$ cat src/rtl/rsub_pkg.sv
package rsub_pkg;
  localparam int LANE_W = 8;

  typedef enum logic [1:0] {
    ST_IDLE = 2'd0,
    ST_SUB  = 2'd1,
    ST_FIX  = 2'd2,
    ST_ZERO = 2'd3
  } rsub_state_e;
endpackage

$ cat src/rtl/rsub_lane_sub.sv
// Lane-chained subtract: low lane first, borrow ripples upward.
module rsub_lane_sub #(
  parameter int WIDTH = 8,
  parameter int LANE  = rsub_pkg::LANE_W
) (
  input  logic [WIDTH-1:0] a_i,
  input  logic [WIDTH-1:0] b_i,
  output logic [WIDTH-1:0] diff_o,
  output logic             borrow_o
);
  localparam int NLANE = WIDTH / LANE;

  logic [NLANE:0] brw;
  assign brw[0] = 1'b0;

  for (genvar g = 0; g < NLANE; g++) begin : g_lane
    logic [LANE:0] ext;
    assign ext = {1'b0, a_i[g*LANE +: LANE]} - {1'b0, b_i[g*LANE +: LANE]}
               - {{LANE{1'b0}}, brw[g]};
    assign diff_o[g*LANE +: LANE] = ext[LANE-1:0];
    assign brw[g+1] = ext[LANE];
  end

  assign borrow_o = brw[NLANE];
endmodule

$ cat src/rtl/rsub_work_path.sv
module rsub_work_path #(
  parameter int WIDTH = 8
) (
  input  logic             clk_i,
  input  logic             rst_ni,
  input  logic             load_i,
  input  logic             step_i,
  input  logic             fix_i,
  input  logic [WIDTH-1:0] dividend_i,
  input  logic [WIDTH-1:0] divisor_i,
  output logic [WIDTH-1:0] work_o,
  output logic             borrow_o,
  output logic [WIDTH-1:0] fix_rem_o,
  output logic [WIDTH-1:0] fix_quo_o
);
  localparam int CNT_W = WIDTH + 1;  // count reaches 2^WIDTH before restore

  logic [WIDTH-1:0] work_q;
  logic [CNT_W-1:0] cnt_q;
  logic [WIDTH-1:0] diff;
  logic [CNT_W-1:0] cnt_dec;

  rsub_lane_sub #(.WIDTH(WIDTH)) u_sub (
    .a_i      (work_q),
    .b_i      (divisor_i),
    .diff_o   (diff),
    .borrow_o (borrow_o)
  );

  assign fix_rem_o = work_q + divisor_i;
  assign cnt_dec   = cnt_q - CNT_W'(1);
  assign fix_quo_o = cnt_dec[WIDTH-1:0];

  always_ff @(posedge clk_i or negedge rst_ni) begin
    if (!rst_ni) begin
      work_q <= '0;
      cnt_q  <= '0;
    end else if (load_i) begin
      work_q <= dividend_i;
      cnt_q  <= '0;
    end else if (step_i) begin
      work_q <= diff;
      cnt_q  <= cnt_q + CNT_W'(1);
    end else if (fix_i) begin
      work_q <= fix_rem_o;
      cnt_q  <= cnt_dec;
    end
  end

  assign work_o = work_q;
endmodule

$ cat src/rtl/rsub_ctrl.sv
module rsub_ctrl
  import rsub_pkg::*;
(
  input  logic clk_i,
  input  logic rst_ni,
  input  logic start_i,
  input  logic div_zero_i,
  input  logic borrow_i,
  output logic load_o,
  output logic step_o,
  output logic fix_o,
  output logic zero_fin_o,
  output logic busy_o
);
  rsub_state_e state_q, state_d;

  always_comb begin
    state_d = state_q;
    unique case (state_q)
      ST_IDLE: if (start_i) state_d = div_zero_i ? ST_ZERO : ST_SUB;
      ST_SUB:  if (borrow_i) state_d = ST_FIX;
      ST_FIX:  state_d = ST_IDLE;
      ST_ZERO: state_d = ST_IDLE;
      default: state_d = ST_IDLE;
    endcase
  end

  always_ff @(posedge clk_i or negedge rst_ni) begin
    if (!rst_ni) state_q <= ST_IDLE;
    else         state_q <= state_d;
  end

  assign load_o     = (state_q == ST_IDLE) && start_i;
  assign step_o     = (state_q == ST_SUB);
  assign fix_o      = (state_q == ST_FIX);
  assign zero_fin_o = (state_q == ST_ZERO);
  assign busy_o     = (state_q != ST_IDLE);
endmodule

$ cat src/rtl/rsub_divider.sv
module rsub_divider #(
  parameter int WIDTH = 8
) (
  input  logic             clk_i,
  input  logic             rst_ni,
  input  logic             start_i,
  input  logic [WIDTH-1:0] dividend_i,
  input  logic [WIDTH-1:0] divisor_i,
  output logic             busy_o,
  output logic             done_o,
  output logic             err_o,
  output logic [WIDTH-1:0] quotient_o,
  output logic [WIDTH-1:0] remainder_o
);
  logic             load, step, fix, zero_fin, borrow;
  logic [WIDTH-1:0] div_q;
  logic [WIDTH-1:0] work, fix_rem, fix_quo;
  logic             done_q, err_q;
  logic [WIDTH-1:0] quo_q, rem_q;

  rsub_ctrl u_ctrl (
    .clk_i      (clk_i),
    .rst_ni     (rst_ni),
    .start_i    (start_i),
    .div_zero_i (divisor_i == '0),
    .borrow_i   (borrow),
    .load_o     (load),
    .step_o     (step),
    .fix_o      (fix),
    .zero_fin_o (zero_fin),
    .busy_o     (busy_o)
  );

  always_ff @(posedge clk_i or negedge rst_ni) begin
    if (!rst_ni)   div_q <= '0;
    else if (load) div_q <= divisor_i;
  end

  rsub_work_path #(.WIDTH(WIDTH)) u_path (
    .clk_i      (clk_i),
    .rst_ni     (rst_ni),
    .load_i     (load),
    .step_i     (step),
    .fix_i      (fix),
    .dividend_i (dividend_i),
    .divisor_i  (div_q),
    .work_o     (work),
    .borrow_o   (borrow),
    .fix_rem_o  (fix_rem),
    .fix_quo_o  (fix_quo)
  );

  always_ff @(posedge clk_i or negedge rst_ni) begin
    if (!rst_ni) begin
      done_q <= 1'b0;
      err_q  <= 1'b0;
      quo_q  <= '0;
      rem_q  <= '0;
    end else begin
      done_q <= fix | zero_fin;
      if (fix) begin
        quo_q <= fix_quo;
        rem_q <= fix_rem;
        err_q <= 1'b0;
      end else if (zero_fin) begin
        quo_q <= '1;
        rem_q <= work;
        err_q <= 1'b1;
      end
    end
  end

  assign done_o      = done_q;
  assign err_o       = err_q;
  assign quotient_o  = quo_q;
  assign remainder_o = rem_q;
endmodule

$ cat config.mk
export PLATFORM = sky130hd
export DESIGN_NAME = rsub_divider
export DESIGN_NICKNAME = d
export VERILOG_FILES = /design/src/rtl/rsub_pkg.sv /design/src/rtl/rsub_lane_sub.sv /design/src/rtl/rsub_work_path.sv /design/src/rtl/rsub_ctrl.sv /design/src/rtl/rsub_divider.sv
export SDC_FILE = /design/constraint.sdc
export NUM_CORES = 1
export LEC_CHECK = 0
export BUFFER_PORTS_ARGS = -buffer_cell sky130_fd_sc_hd__buf_4
export CORE_MARGIN = 5
export CORE_UTILIZATION = 31
export CTS_CLUSTER_DIAMETER = 50
export DETAILED_ROUTE_END_ITERATION = 8
export PLACE_DENSITY = 0.57
export SLEW_MARGIN = 20
export SYNTH_ARGS = -nofsm -noshare
export SYNTH_HDL_FRONTEND = slang
export SYNTH_SLANG_ARGS = --single-unit
$ cat constraint.sdc
create_clock -name clk_i -period 4 [get_ports clk_i]
set_input_delay 0.2 -clock clk_i [delete_from_list [all_inputs] [get_ports clk_i]]
set_output_delay 0.2 -clock clk_i [all_outputs]
set_load 0.01 [all_outputs]
### Word-level counts from Yosys, hierarchy flattened

Index checks and enable logic that the tools add are counted.

| word-level totals | value |
|---|---|
| register bits | 45 |
| input bits | 19 |
| output and inout port bits | 19 |

| operators by class | value |
|---|---|
| add/sub/neg operators | 4 |
| equality and inequality tests | 5 |
| muxes and demuxes | 16 |
| bitwise operators | 1 |
| reductions and logical operators | 8 |

Operators with widths:

| operator | number |
|---|---|
| two-way mux 8 bit | 7 |
| two-way mux 9 bit | 3 |
| adder 9 x 1 -> 9 bit, second input constant | 1 |
| subtractor 8 x 8 -> 9 bit | 1 |
| subtractor 9 x 1 -> 9 bit, second input constant | 1 |
| adder 8 bit | 1 |
| zero test 8 bit | 1 |
| two-way mux 2 bit | 3 |
| one-hot mux 2 bit (3 select lines) | 1 |
| equality test 2 bit, second input constant | 2 |
| nonzero test 2 bit | 2 |
| nonzero test 3 bit | 1 |
| equality test 2 x 1 -> 1 bit, second input constant | 1 |
| zero test 2 bit | 1 |
| two-way mux 1 bit | 2 |
| inequality test 2 x 1 -> 1 bit, second input constant | 1 |
| inequality test 2 bit, second input constant | 1 |
| AND reduction 2 bit | 1 |
| OR reduction 2 bit | 1 |
| logical AND 1 bit | 1 |
| bitwise OR 1 bit | 1 |

### Logic depth before layout (Yosys ltp)

| logic depth | value |
|---|---|
| depth after elaboration | 4 |
| depth in mapped cells | 10 |

### Cells and area by module

Synthesis repeated with hierarchy kept, for this count alone.

| unflattened totals | value |
|---|---|
| cells, all modules | 314 |
| area, all modules | 2851.5 µm² |

Modules (own cells, without submodules):

| module | instances | cells an instance | area an instance (µm²) | seq. area each (µm²) |
|---|---|---|---|---|
| rsub_work_path | 1 | 159 | 1322.5 | 400.4 |
| rsub_divider | 1 | 94 | 1054.8 | 650.6 |
| rsub_lane_sub | 1 | 48 | 354.1 | 0.0 |
| rsub_ctrl | 1 | 13 | 120.1 | 50.0 |

### Worst setup path before layout

No wires, ideal clock.

| timing | value |
|---|---|
| path kind | reg2reg |
| start point | reg div_q[0] |
| end point | reg rem_q[4] (netlist: remainder_o[4]) |
| setup time | 125 ps |
| arrival time | 1905 ps |
| path slack | 1970 ps |
| cell stages (with the launch flop) | 10 |
| period minus slack after synthesis | 2030 ps |
| path through | dfrtp_1 > ha_1 > inv_1 > fa_1 > o21ba_2 > nor2_1 > nor2_1 > xor2_1 > mux2_2 > mux2_2 |

| on the way | value |
|---|---|
| cells in the longest elaborated chain, start to end | 2 |

RTL lines:

| element | RTL line | RTL |
|---|---|---|
| start: declaration | rsub_divider.sv:16 | `logic [WIDTH-1:0] div_q;` |
| start signal: assignment | rsub_divider.sv:36 | `else if (load) div_q <= divisor_i;` |
| adder 8 bit | rsub_work_path.sv:30 | `assign fix_rem_o = work_q + divisor_i;` |
| two-way mux 8 bit | rsub_divider.sv:61 | `if (fix) begin` |
| end signal: assignment | rsub_divider.sv:63 | `rem_q <= fix_rem;` |
| end signal: assignment | rsub_divider.sv:67 | `rem_q <= work;` |
| end: declaration | rsub_divider.sv:19 | `logic [WIDTH-1:0] quo_q, rem_q;` |

Every way passes these cells.
A chain may end at the register's enable or synchronous reset.

### Worst setup path in the final report

Same ends and word-level chain as after synthesis.

==> impl_metrics.py <==
metrics = {
    "status": {
        "status": "completed",
    },
    "cells_and_area": {
        "nNetsFinal": 384,
        "multi_input_area_sq_um": 1592,
        "fin_area_sq_um": 3347,
        "layout.cells.non_filler": 458,
        "final_common_cell": "dfrtp_1",
        "fin_util": 0.3639,
        "final_cell_mix": "dfrtp_1 (44), buf_4 (39), nor2_1 (30)",
        "regArea_sq_um": 1101,
        "drive_above_1_share": 0.1960,
        "antenna_cells": 0,
        "n_fill_cell": 943,
        "area.growth.synth_to_final_pct": 15.35,
    },
    "synth": {
        "seq_area_frac_synth": 0.3795,
        "async_flop_share": 1.000,
        "syn-num-nets": 362,
        "synth_area_sq_um": 2902,
        "synth_edf_count": 0,
        "synth_ff_type": "dfrtp_1",
        "ys_types": 51,
        "ys_ff_latch": 44,
        "ys_warn_count": 0,
        "synth.avg_cell_area_sq_um": 8.955,
        "synth_cells": 324,
    },
    "global_routing": {
        "grt_usage": 0.1280,
        "grt_pass1_vias": 2342,
        "antenna_found_initial": 0,
        "grt_max_degree": 45,
        "grt_pass1_wl_um": 11670,
        "grt.overflow.total": 0,
    },
    "clocking": {
        "cts_tree": "done",
        "cts_sinks": 44,
        "clk_latency_ns": 0.31,
        "root_buffer": "clkbuf_8",
        "cts_max_level": 2,
        "path_clk_slew_ns": 0.09,
        "cts_buffers": 5,
        "ctsLongestPathBuffers": 2,
        "cts_resized": 0,
    },
    "timing": {
        "fin_crit_sh": 0.5620,
        "finalSetupViolations": 0,
        "slew_violations": 0,
        "clock_skew_ns": 0.01013,
        "slew_headroom": 0.3873,
        "tightest_slew_ns": 0.9172,
        "setup_tns_ns": 0,
        "period_minus_slack_ns": 2.248,
        "rsz0062_at_grt": "no",
        "fmax_mhz": 444.8,
        "final-hold-violation-count": 0,
    },
    "placement": {
        "routabilityCongestion": 0.8072,
        "post_dp_cell_area_sq_um": 3226,
        "place_inst": 449,
        "hpwl_um": 5014,
        "numPortBuffers": 37,
    },
    "detailed_routing": {
        "wl_per_cell_um": 15.39,
        "num_vias": 2394,
        "wl_um": 7049,
        "drc": 0,
        "drtAntennaViolNets": 0,
        "drt_iter0_markers": 131,
        "vias_per_cell": 5.227,
        "drtPass1Iterations": 5,
    },
    "worst_setup_path": {
        "critPathCaptureType": "register",
        "cp-start-kind": "register",
        "critPathMaxStageDelay_ns": 0.40,
        "reg2reg_slack_ns": 1.75,
        "cp_max_fo": 3,
        "cp.arrival_ns": 2.44,
        "critPathSlowestCell": "dfrtp_1",
        "crit_required_ns": 4.19,
        "rr_worst_depth": 9,
        "crit_type": "register to register",
        "cp_cell_sequence": "ha_1, inv_1, fa_1, o21ba_2, nor2_1, nor2_1, xor2_1, mux2_2, mux2_2",
    },
    "floorplanning": {
        "rows": 35,
        "die_h_um": 106.7,
        "io_pins": 38,
        "start_util": 0.3155,
        "core-area_sq_um": 9196,
        "fp.dieArea_sq_um": 11390,
        "die_w_um": 106.7,
    },
    "job": {
        "cap_violations": 0,
    },
    "hold_path": {
        "hold_class": "input pin to register",
        "hold_path_depth": 2,
    },
    "power": {
        "ir_drop_mv": 0.2998,
        "p_leak_nw": 1.478,
        "power.total_mw": 3.109,
        "power_density_nw_per_um2": 928.8,
    },
}
## stage by stage
stage	setup slack, ns	hold WS, ns
finish	1.752	0.1372
global route	1.538	0.1303
CTS	1.753	0.1263
detailed placement	1.791	0.2535
global placement	1.772	0.2440
floorplan	1.970	-0.09559
## flip-flops by register name, summed over array words and instances (netlist names)
signal	flops
div_q	8
done_o	1
err_o	1
quotient_o	8
remainder_o	8
u_ctrl.state_q	2
u_path.cnt_q	8
u_path.work_o	8
## cells in the mapped netlist (all sizes together) (2+ instances only)
cell type | instances | area [sq um]
xor2 | 6 | 52.55
nand2b | 4 | 25.02
nor2b | 3 | 18.77
and3 | 4 | 25.02
mux2 | 12 | 135.1
nand3 | 8 | 40.04
dfrtp | 44 | 1101
nand2 | 13 | 48.80
o211ai | 6 | 45.04
mux2i | 7 | 70.07
fa | 2 | 40.04
clkbuf | 17 | 65.06
o21a | 4 | 30.03
a21o | 2 | 15.01
o21bai | 2 | 15.01
or2 | 4 | 25.03
o31a | 2 | 17.52
o221ai | 4 | 35.03
or3 | 3 | 28.78
o21ai | 23 | 115.1
a311oi | 2 | 17.52
inv | 27 | 101.4
ha | 17 | 212.7
a31oi | 9 | 56.30
nor2 | 30 | 112.6
buf | 8 | 42.54
nor4 | 3 | 18.77
a21oi | 28 | 140.1
xnor2 | 7 | 61.31
nor3 | 6 | 41.29
a2bb2oi | 2 | 17.52
o21ba | 2 | 20.02
## timing repair
action | in CTS | in global routing
setup buffers | 0 | 0
endpoints found under the setup margin | 0 | 0
hold endpoints to repair | 44 | 0
hold buffers | 1 | 0
## final timing paths
path	from	end
max	div_q[0]	remainder_o[4]
min	divisor_i[4]	div_q[4]
max reg2reg	div_q[0]	remainder_o[4]
min reg2reg	div_q[7]	div_q[7]
max in group asynchronous	rst_ni	remainder_o[7]
min in group asynchronous	rst_ni	quotient_o[2]
## critical path: cells and delay by family, from the launching register on
family                   cells  cell delay, ns
adder cells (fa/ha/maj)      2            0.59
multiplexers                 2            0.54
flip-flops                   1            0.40
buffers and inverters        1            0.06
XOR/XNOR                     1            0.13
AO/OA/AOI/OAI                1            0.23
AND/OR/NAND/NOR              2            0.19
## kinds of logic (layout without fill, tap and decap cells)
group	count (synthesis)	after routing	share of synthesized area
AO/OA/AOI/OAI	96	96	0.2109
AND/OR/NAND/NOR	81	81	0.1406
buffers and inverters	52	75	0.07201
flip-flops	44	44	0.3795
adder cells (fa/ha/maj)	19	19	0.08711
multiplexers	19	19	0.07072
XOR/XNOR	13	13	0.03924
## metal layers
metal | GRT usage | routed length, um | part of all wire | up-vias
met5 | 0 | 0 | 0 | -
met3 | 0.02589 | 418 | 0.059 | 5
met1 | 0.1762 | 3417 | 0.48 | 1140
met4 | 0.03562 | 54 | 0.0077 | 0
li1 | - | - | - | 1187
met2 | 0.2041 | 3159 | 0.45 | 62
## area by class of cell
type | count | area share
multi-input cells | 228 | 0.4755
flip-flops and latches | 44 | 0.3290
repair buffers | 40 | 0.09047
well taps | 111 | 0.04150
inverters | 27 | 0.03028
clock buffers | 5 | 0.02056
clock inverters | 3 | 0.01271
## where the power goes
| group | internal (mW) | switching [mW] |
|---|---|---|
| sequential | 0.657 | 0.226 |
| combinational | 0.860 | 1.01 |
| clock | 0.185 | 0.170 |
Note: power is estimated with default switching activity, not from simulation.
